===== src/rtl/wdt_guard_pkg.sv =====
package wdt_guard_pkg;
  typedef struct packed {
    logic tick;
    logic clear;
  } wdtStrobe_t;
endpackage


===== src/rtl/wdt_guard_count.sv =====
module wdt_guard_count
  import wdt_guard_pkg::*;
#(
  parameter int DIV_W = 8,
  parameter int WS_W  = 3
) (
  input  logic            clk,
  input  logic            rstN,
  input  wdtStrobe_t      strobe,
  input  logic [WS_W-1:0] ws,
  output logic            ovfNow
);
  localparam int PRE_W = (1 << WS_W) - 1;

  logic [DIV_W-1:0] divCnt;
  logic [PRE_W-1:0] preCnt;
  logic [PRE_W:0]   limitWide;
  logic [PRE_W-1:0] limit;
  logic             divWrap;
  logic             preDone;

  always_comb begin
    limitWide = ({{PRE_W{1'b0}}, 1'b1} << ws) - 1'b1;
    limit     = limitWide[PRE_W-1:0];
    divWrap   = strobe.tick && (&divCnt);
    preDone   = (preCnt >= limit);
    ovfNow    = divWrap && preDone && !strobe.clear;
  end

  always_ff @(posedge clk or negedge rstN) begin
    if (!rstN) begin
      divCnt <= '0;
      preCnt <= '0;
    end else if (strobe.clear) begin
      divCnt <= '0;
      preCnt <= '0;
    end else if (strobe.tick) begin
      divCnt <= divCnt + 1'b1;
      if (divWrap) preCnt <= preDone ? '0 : preCnt + 1'b1;
    end
  end


  clear_zero_chk: assert property (@(posedge clk) disable iff (!rstN)
    strobe.clear |=> (divCnt == '0 && preCnt == '0));

  div_step_chk: assert property (@(posedge clk) disable iff (!rstN)
    (strobe.tick && !strobe.clear) |=> (divCnt == $past(divCnt) + 1'b1));

  ovf_at_top_chk: assert property (@(posedge clk) disable iff (!rstN)
    ovfNow |-> (divCnt == {DIV_W{1'b1}}));

  idle_hold_chk: assert property (@(posedge clk) disable iff (!rstN)
    (!strobe.tick && !strobe.clear) |=> $stable(divCnt));
endmodule


===== src/rtl/wdt_guard_ctrl.sv =====
module wdt_guard_ctrl
  import wdt_guard_pkg::*;
#(
  parameter int              CTRL_W   = 8,
  parameter int              WS_W     = 3,
  parameter logic [CTRL_W-1:0] CTRL_RST = 8'h07
) (
  input  logic              clk,
  input  logic              rstN,
  input  logic              cfgEnable,
  input  logic              cfgUseRc,
  input  logic              cfgDualClr,
  input  logic              rcTick,
  input  logic              instrTick,
  input  logic              haltMode,
  input  logic              haltEntry,
  input  logic              clrSingle,
  input  logic              clr1,
  input  logic              clr2,
  input  logic              ctrlWe,
  input  logic [CTRL_W-1:0] ctrlWdata,
  output logic [CTRL_W-1:0] ctrlRdata,
  output logic [WS_W-1:0]   ws,
  output wdtStrobe_t        strobe,
  input  logic              ovfNow,
  output logic              chipResetPulse,
  output logic              warmResetPulse,
  output logic              toFlag
);
  logic [CTRL_W-1:0] ctrlReg;
  logic pend1, pend2;
  logic srcTick, swDone;

  always_comb begin
    srcTick = cfgUseRc ? rcTick : (instrTick && !haltMode);
    if (cfgDualClr) swDone = (pend1 || clr1) && (pend2 || clr2);
    else            swDone = clrSingle;
    swDone       = swDone && cfgEnable;
    strobe.tick  = cfgEnable && srcTick;
    strobe.clear = swDone || (cfgEnable && haltEntry);
  end

  always_ff @(posedge clk or negedge rstN) begin
    if (!rstN) begin
      pend1 <= 1'b0;
      pend2 <= 1'b0;
    end else if (!cfgDualClr || swDone) begin
      pend1 <= 1'b0;
      pend2 <= 1'b0;
    end else if (cfgEnable) begin
      pend1 <= pend1 || clr1;
      pend2 <= pend2 || clr2;
    end
  end

  always_ff @(posedge clk or negedge rstN) begin
    if (!rstN) begin
      ctrlReg        <= CTRL_RST;
      chipResetPulse <= 1'b0;
      warmResetPulse <= 1'b0;
      toFlag         <= 1'b0;
    end else begin
      if (ctrlWe) ctrlReg <= ctrlWdata;
      chipResetPulse <= ovfNow && !haltMode;
      warmResetPulse <= ovfNow && haltMode;
      if (swDone)                     toFlag <= 1'b0;
      else if (ovfNow && !haltMode)   toFlag <= 1'b1;
    end
  end

  assign ctrlRdata = ctrlReg;
  assign ws        = ctrlReg[WS_W-1:0];


  warm_source_chk: assert property (@(posedge clk) disable iff (!rstN)
    warmResetPulse |-> $past(haltMode));

  to_rise_chk: assert property (@(posedge clk) disable iff (!rstN)
    $rose(toFlag) |-> chipResetPulse);

  disabled_quiet_chk: assert property (@(posedge clk) disable iff (!rstN)
    !cfgEnable |=> (!chipResetPulse && !warmResetPulse));

  single_pulse_chk: assert property (@(posedge clk) disable iff (!rstN)
    chipResetPulse |=> !chipResetPulse);

  pulse_excl_chk: assert property (@(posedge clk) disable iff (!rstN)
    $onehot0({chipResetPulse, warmResetPulse}));
endmodule


===== src/rtl/wdt_guard.sv =====
module wdt_guard
  import wdt_guard_pkg::*;
#(
  parameter int DIV_W  = 8,
  parameter int WS_W   = 3,
  parameter int CTRL_W = 8
) (
  input  logic              clk,
  input  logic              rstN,
  input  logic              cfgEnable,
  input  logic              cfgUseRc,
  input  logic              cfgDualClr,
  input  logic              rcTick,
  input  logic              instrTick,
  input  logic              haltMode,
  input  logic              haltEntry,
  input  logic              clrSingle,
  input  logic              clr1,
  input  logic              clr2,
  input  logic              ctrlWe,
  input  logic [CTRL_W-1:0] ctrlWdata,
  output logic [CTRL_W-1:0] ctrlRdata,
  output logic              chipResetPulse,
  output logic              warmResetPulse,
  output logic              toFlag
);
  localparam logic [CTRL_W-1:0] CTRL_RST = CTRL_W'((1 << WS_W) - 1);

  wdtStrobe_t      strobe;
  logic [WS_W-1:0] ws;
  logic            ovfNow;

  wdt_guard_ctrl #(.CTRL_W(CTRL_W), .WS_W(WS_W), .CTRL_RST(CTRL_RST)) uCtrl (
    .clk(clk), .rstN(rstN), .cfgEnable(cfgEnable), .cfgUseRc(cfgUseRc),
    .cfgDualClr(cfgDualClr), .rcTick(rcTick), .instrTick(instrTick),
    .haltMode(haltMode), .haltEntry(haltEntry), .clrSingle(clrSingle),
    .clr1(clr1), .clr2(clr2), .ctrlWe(ctrlWe), .ctrlWdata(ctrlWdata),
    .ctrlRdata(ctrlRdata), .ws(ws), .strobe(strobe), .ovfNow(ovfNow),
    .chipResetPulse(chipResetPulse), .warmResetPulse(warmResetPulse),
    .toFlag(toFlag)
  );

  wdt_guard_count #(.DIV_W(DIV_W), .WS_W(WS_W)) uCount (
    .clk(clk), .rstN(rstN), .strobe(strobe), .ws(ws), .ovfNow(ovfNow)
  );
endmodule


===== config.mk =====
export PLATFORM = sky130hd
export DESIGN_NAME = wdt_guard
export DESIGN_NICKNAME = d
export VERILOG_FILES = /design/src/rtl/wdt_guard_pkg.sv /design/src/rtl/wdt_guard_count.sv /design/src/rtl/wdt_guard_ctrl.sv /design/src/rtl/wdt_guard.sv
export SDC_FILE = /design/constraint.sdc
export NUM_CORES = 1
export LEC_CHECK = 0
export ABC_CLOCK_PERIOD_IN_PS = 3750
export CORE_MARGIN = 5
export CORE_UTILIZATION = 54
export DETAILED_ROUTE_END_ITERATION = 6
export GPL_ROUTABILITY_DRIVEN = 0
export HOLD_SLACK_MARGIN = 0.08
export PLACE_DENSITY = 0.93
export RECOVER_POWER = 100
export SLEW_MARGIN = 20
export SYNTH_ARGS = -nofsm -noshare
export SYNTH_HDL_FRONTEND = slang
export SYNTH_SLANG_ARGS = --single-unit

===== constraint.sdc =====
create_clock -name clk -period 3.75 [get_ports clk]
set_input_delay 0.5625 -clock clk [delete_from_list [all_inputs] [get_ports clk]]
set_output_delay 0.5625 -clock clk [all_outputs]
set_load 0.01 [all_outputs]

==> reports/metrics.yaml <==
nNetsFinal: 212
seq_area_frac_synth_pct: 46.0
synth_ff_type: "dfrtp_1"
final_hold_viol_count: 0
cp-start-kind: "input port"
holdPathStages: 1
core-area_um2: 2730
grt_pass1_vias: 1249
pwr_density_cell_nw_per_um2: 358
insertedDiodeCount: 0
insertion_delay_ns: 0.32
critical-path-slowest-cell: "dlygate4sd3_1"
vdd_drop_max_v: 0.000355
yosys_warnings: 0
drtPass1Iterations: 4
async_reset_ff_share_pct: 100
area_growth_pct: 20.0
grt_use_total_pct: 17.5
cp_num_buf_inv: 1
initial_core_util_pct: 56.1
fin_ws_ns: 0.838
worst-path-max-fanout: 9
numCtsBuffers: 3
die_h_um: 63.3
leakage_nw: 0.813
path_depth: 6
grt_pass1_wl_mm: 5.63
p_seq_share_pct: 53.9
die_x_um: 63.3
p_comb_share_pct: 27.1
placedCellCount: 208
antenna_left: 0
cts.sinks: 28
routed_via_density: 5.73
rsz0062_at_grt: "false"
status: "finished, final reports clean"
synth_area_per_cell_um2: 10.2
drive_gt1_share_pct: 7.18
timing.hold.ws_ns: 0.527
timing.fmax_mhz: 343
cts_tree: "yes"
syn_inst: 150
cp.required_ns: 4.00
p_sw_share_pct: 31.9
placed_area_um2: 1870
synth_edf_count: 0
place_ws_ns: 1.21
cts_buffer_depth: 2
min_period_ns: 2.91
syn_nets: 180
ys_ff_latch: 28
root_buffer: "clkbuf_4"
rows: 19
setup-tns-final_ns: 0
grt_max_degree: 29
tightest_slew_ns: 1.50
worstPathArrival_ns: 3.16
route.detailed.drc: 0
setup_viol: 0
final_core_util_pct: 67.3
io_buffer_count: 31
netlist_area_um2: 1530
post_cts_buffers: 0
r2r_cells: 7
stdcell_area_um2: 1840
vias: 1215
wl_mm: 3.25
ctsHoldBuffers: 0
path_clk_slew_ns: 0.14
maxCapViolCount: 0
clock_power_share_pct: 19.0
maxSlewViolCount: 0
max_stage_delay_ns: 0.68
power_switching_uw: 210
hp-class: "reg2reg"
htree_levels: 1
power.internal_uw: 448
critPathCaptureType: "flip-flop"
path_class: "in2reg"
timing.final.crit_share_pct: 77.6
path_cells: "dlygate4sd3_1, nand4bb_1, a21boi_0, nand4_1, nor4_1, a2bb2oi_1"
power_uw: 658
fin_skew_ns: 0.00261
cts_resized: 0
grt_overflow: 0
synth.distinct_cells: 40
final_cells: 212
place_hpwl_mm: 2.52
maxSlewHeadroom_pct: 0.272
die_area_um2: 4000
num_io_pins: 32
antenna_found_initial: 0
drt_iter0_drc: 48
crit_family: "simple AND/OR/NAND/NOR gates"
wl_per_cell_um: 15.3
==> Yosys cell counts, drive strengths merged (2+ instances only) <==
| cell type | n | area share [%] |
|---|---|---|
| nor2 | 18 | 4.4 |
| inv | 4 | 0.98 |
| clkbuf | 2 | 0.49 |
| a211oi | 2 | 1.8 |
| nand4 | 5 | 3.0 |
| dfstp | 3 | 5.1 |
| dfrtp | 25 | 41 |
| nor4 | 2 | 1.8 |
| mux2 | 7 | 5.1 |
| a31oi | 2 | 0.82 |
| xor2 | 6 | 3.4 |
| a22oi | 3 | 1.5 |
| o21ai | 6 | 2.0 |
| nand3 | 14 | 4.6 |
| or2 | 2 | 0.82 |
| ha | 9 | 7.3 |
| buf | 3 | 1.1 |
| and2 | 3 | 1.2 |
| nand2 | 12 | 2.9 |
| a21oi | 8 | 2.6 |
==> routing by layer <==
layer | global-route usage, % | share of wire [%] | up-vias
met1 | 20.5 | 42 | 588
met2 | 31.4 | 55 | 23
li1 | - | - | 600
met5 | 0 | 0 | -
met4 | 8.05 | 1.1 | 0
met3 | 2.31 | 1.9 | 4
==> final timing paths <==
check / start / to / slack, ns
max: cfgEnable / uCtrl.toFlag / 0.84
min: uCtrl.ctrlRdata[3] / uCtrl.ctrlRdata[3] / 0.53
max reg2reg: uCtrl.ctrlRdata[1] / uCount.preCnt[5] / 1.00
min reg2reg: uCtrl.ctrlRdata[3] / uCtrl.ctrlRdata[3] / 0.53
max in group asynchronous: rstN / uCount.preCnt[3] / 1.78
min in group asynchronous: rstN / uCount.divCnt[5] / 1.11
==> sequential cells by signal (all words and copies together) (netlist names) <==
name,cells
uCtrl.ctrlRdata,8
uCount.preCnt,7
uCtrl.chipResetPulse,1
uCtrl.warmResetPulse,1
uCtrl.pend1,1
uCount.divCnt,8
uCtrl.pend2,1
uCtrl.toFlag,1
==> worst register-to-register path: cells and delay by family (launching register included) <==
family	cells	cell delay (ns)
compound gates	3	1.26
fa+ha+maj	1	0.27
flops	1	0.45
simple gates	3	0.71
==> cells by family after synthesis <==
logic type,share of synthesized area (%)
compound gates,12.1
xor+xnor,4.00
fa+ha+maj,7.35
buf+inv,2.53
flops,46.0
mux,5.80
simple gates,22.3
==> area by class of cell <==
type	instances	area (um2)
Multi-Input combinational cell	113	741
Fill cell	211	895
Inverter	4	15.0
Clock buffer	4	26.3
Tap cell	31	38.8
Sequential cell	28	704
Timing Repair Buffer	32	314
==> power by group through the flow <==
stage | registers [mW] | logic [mW] | clock network (mW)
5_1_grt | 0.360 | 0.196 | 0.151
3_3_place_gp | 0.359 | 0.181 | 0
6_report | 0.355 | 0.178 | 0.125
3_5_place_dp | 0.362 | 0.197 | 0
2_1_floorplan | 0.359 | 0.129 | 0
4_1_cts | 0.356 | 0.198 | 0.131
==> placed cells by master (no fill, tap or decap) <==
cell,instances
or3_1,1
dfrtp_1,25
a2bb2oi_1,1
ha_1,9
and4_1,1
nor2b_1,1
dfstp_1,3
xor2_1,6
clkdlybuf4s50_1,19
a21oi_1,8
a31oi_1,2
inv_1,4
xnor2_1,1
dlygate4sd3_1,12
o21a_1,1
a22oi_1,3
a211oi_1,1
and2_1,3
a211o_1,1
nand4bb_1,1
and3_1,1
nand4b_1,1
a21boi_0,1
or2_2,2
o21ai_0,6
nor2_1,18
mux2i_1,1
nand4_1,5
nor4_1,2
clkbuf_4,3
nand3_1,14
nand2_1,12
a211oi_2,1
mux2_2,7
o221ai_1,1
clkbuf_1,2
nand2b_1,1
Power figures use the tool's default switching activity.
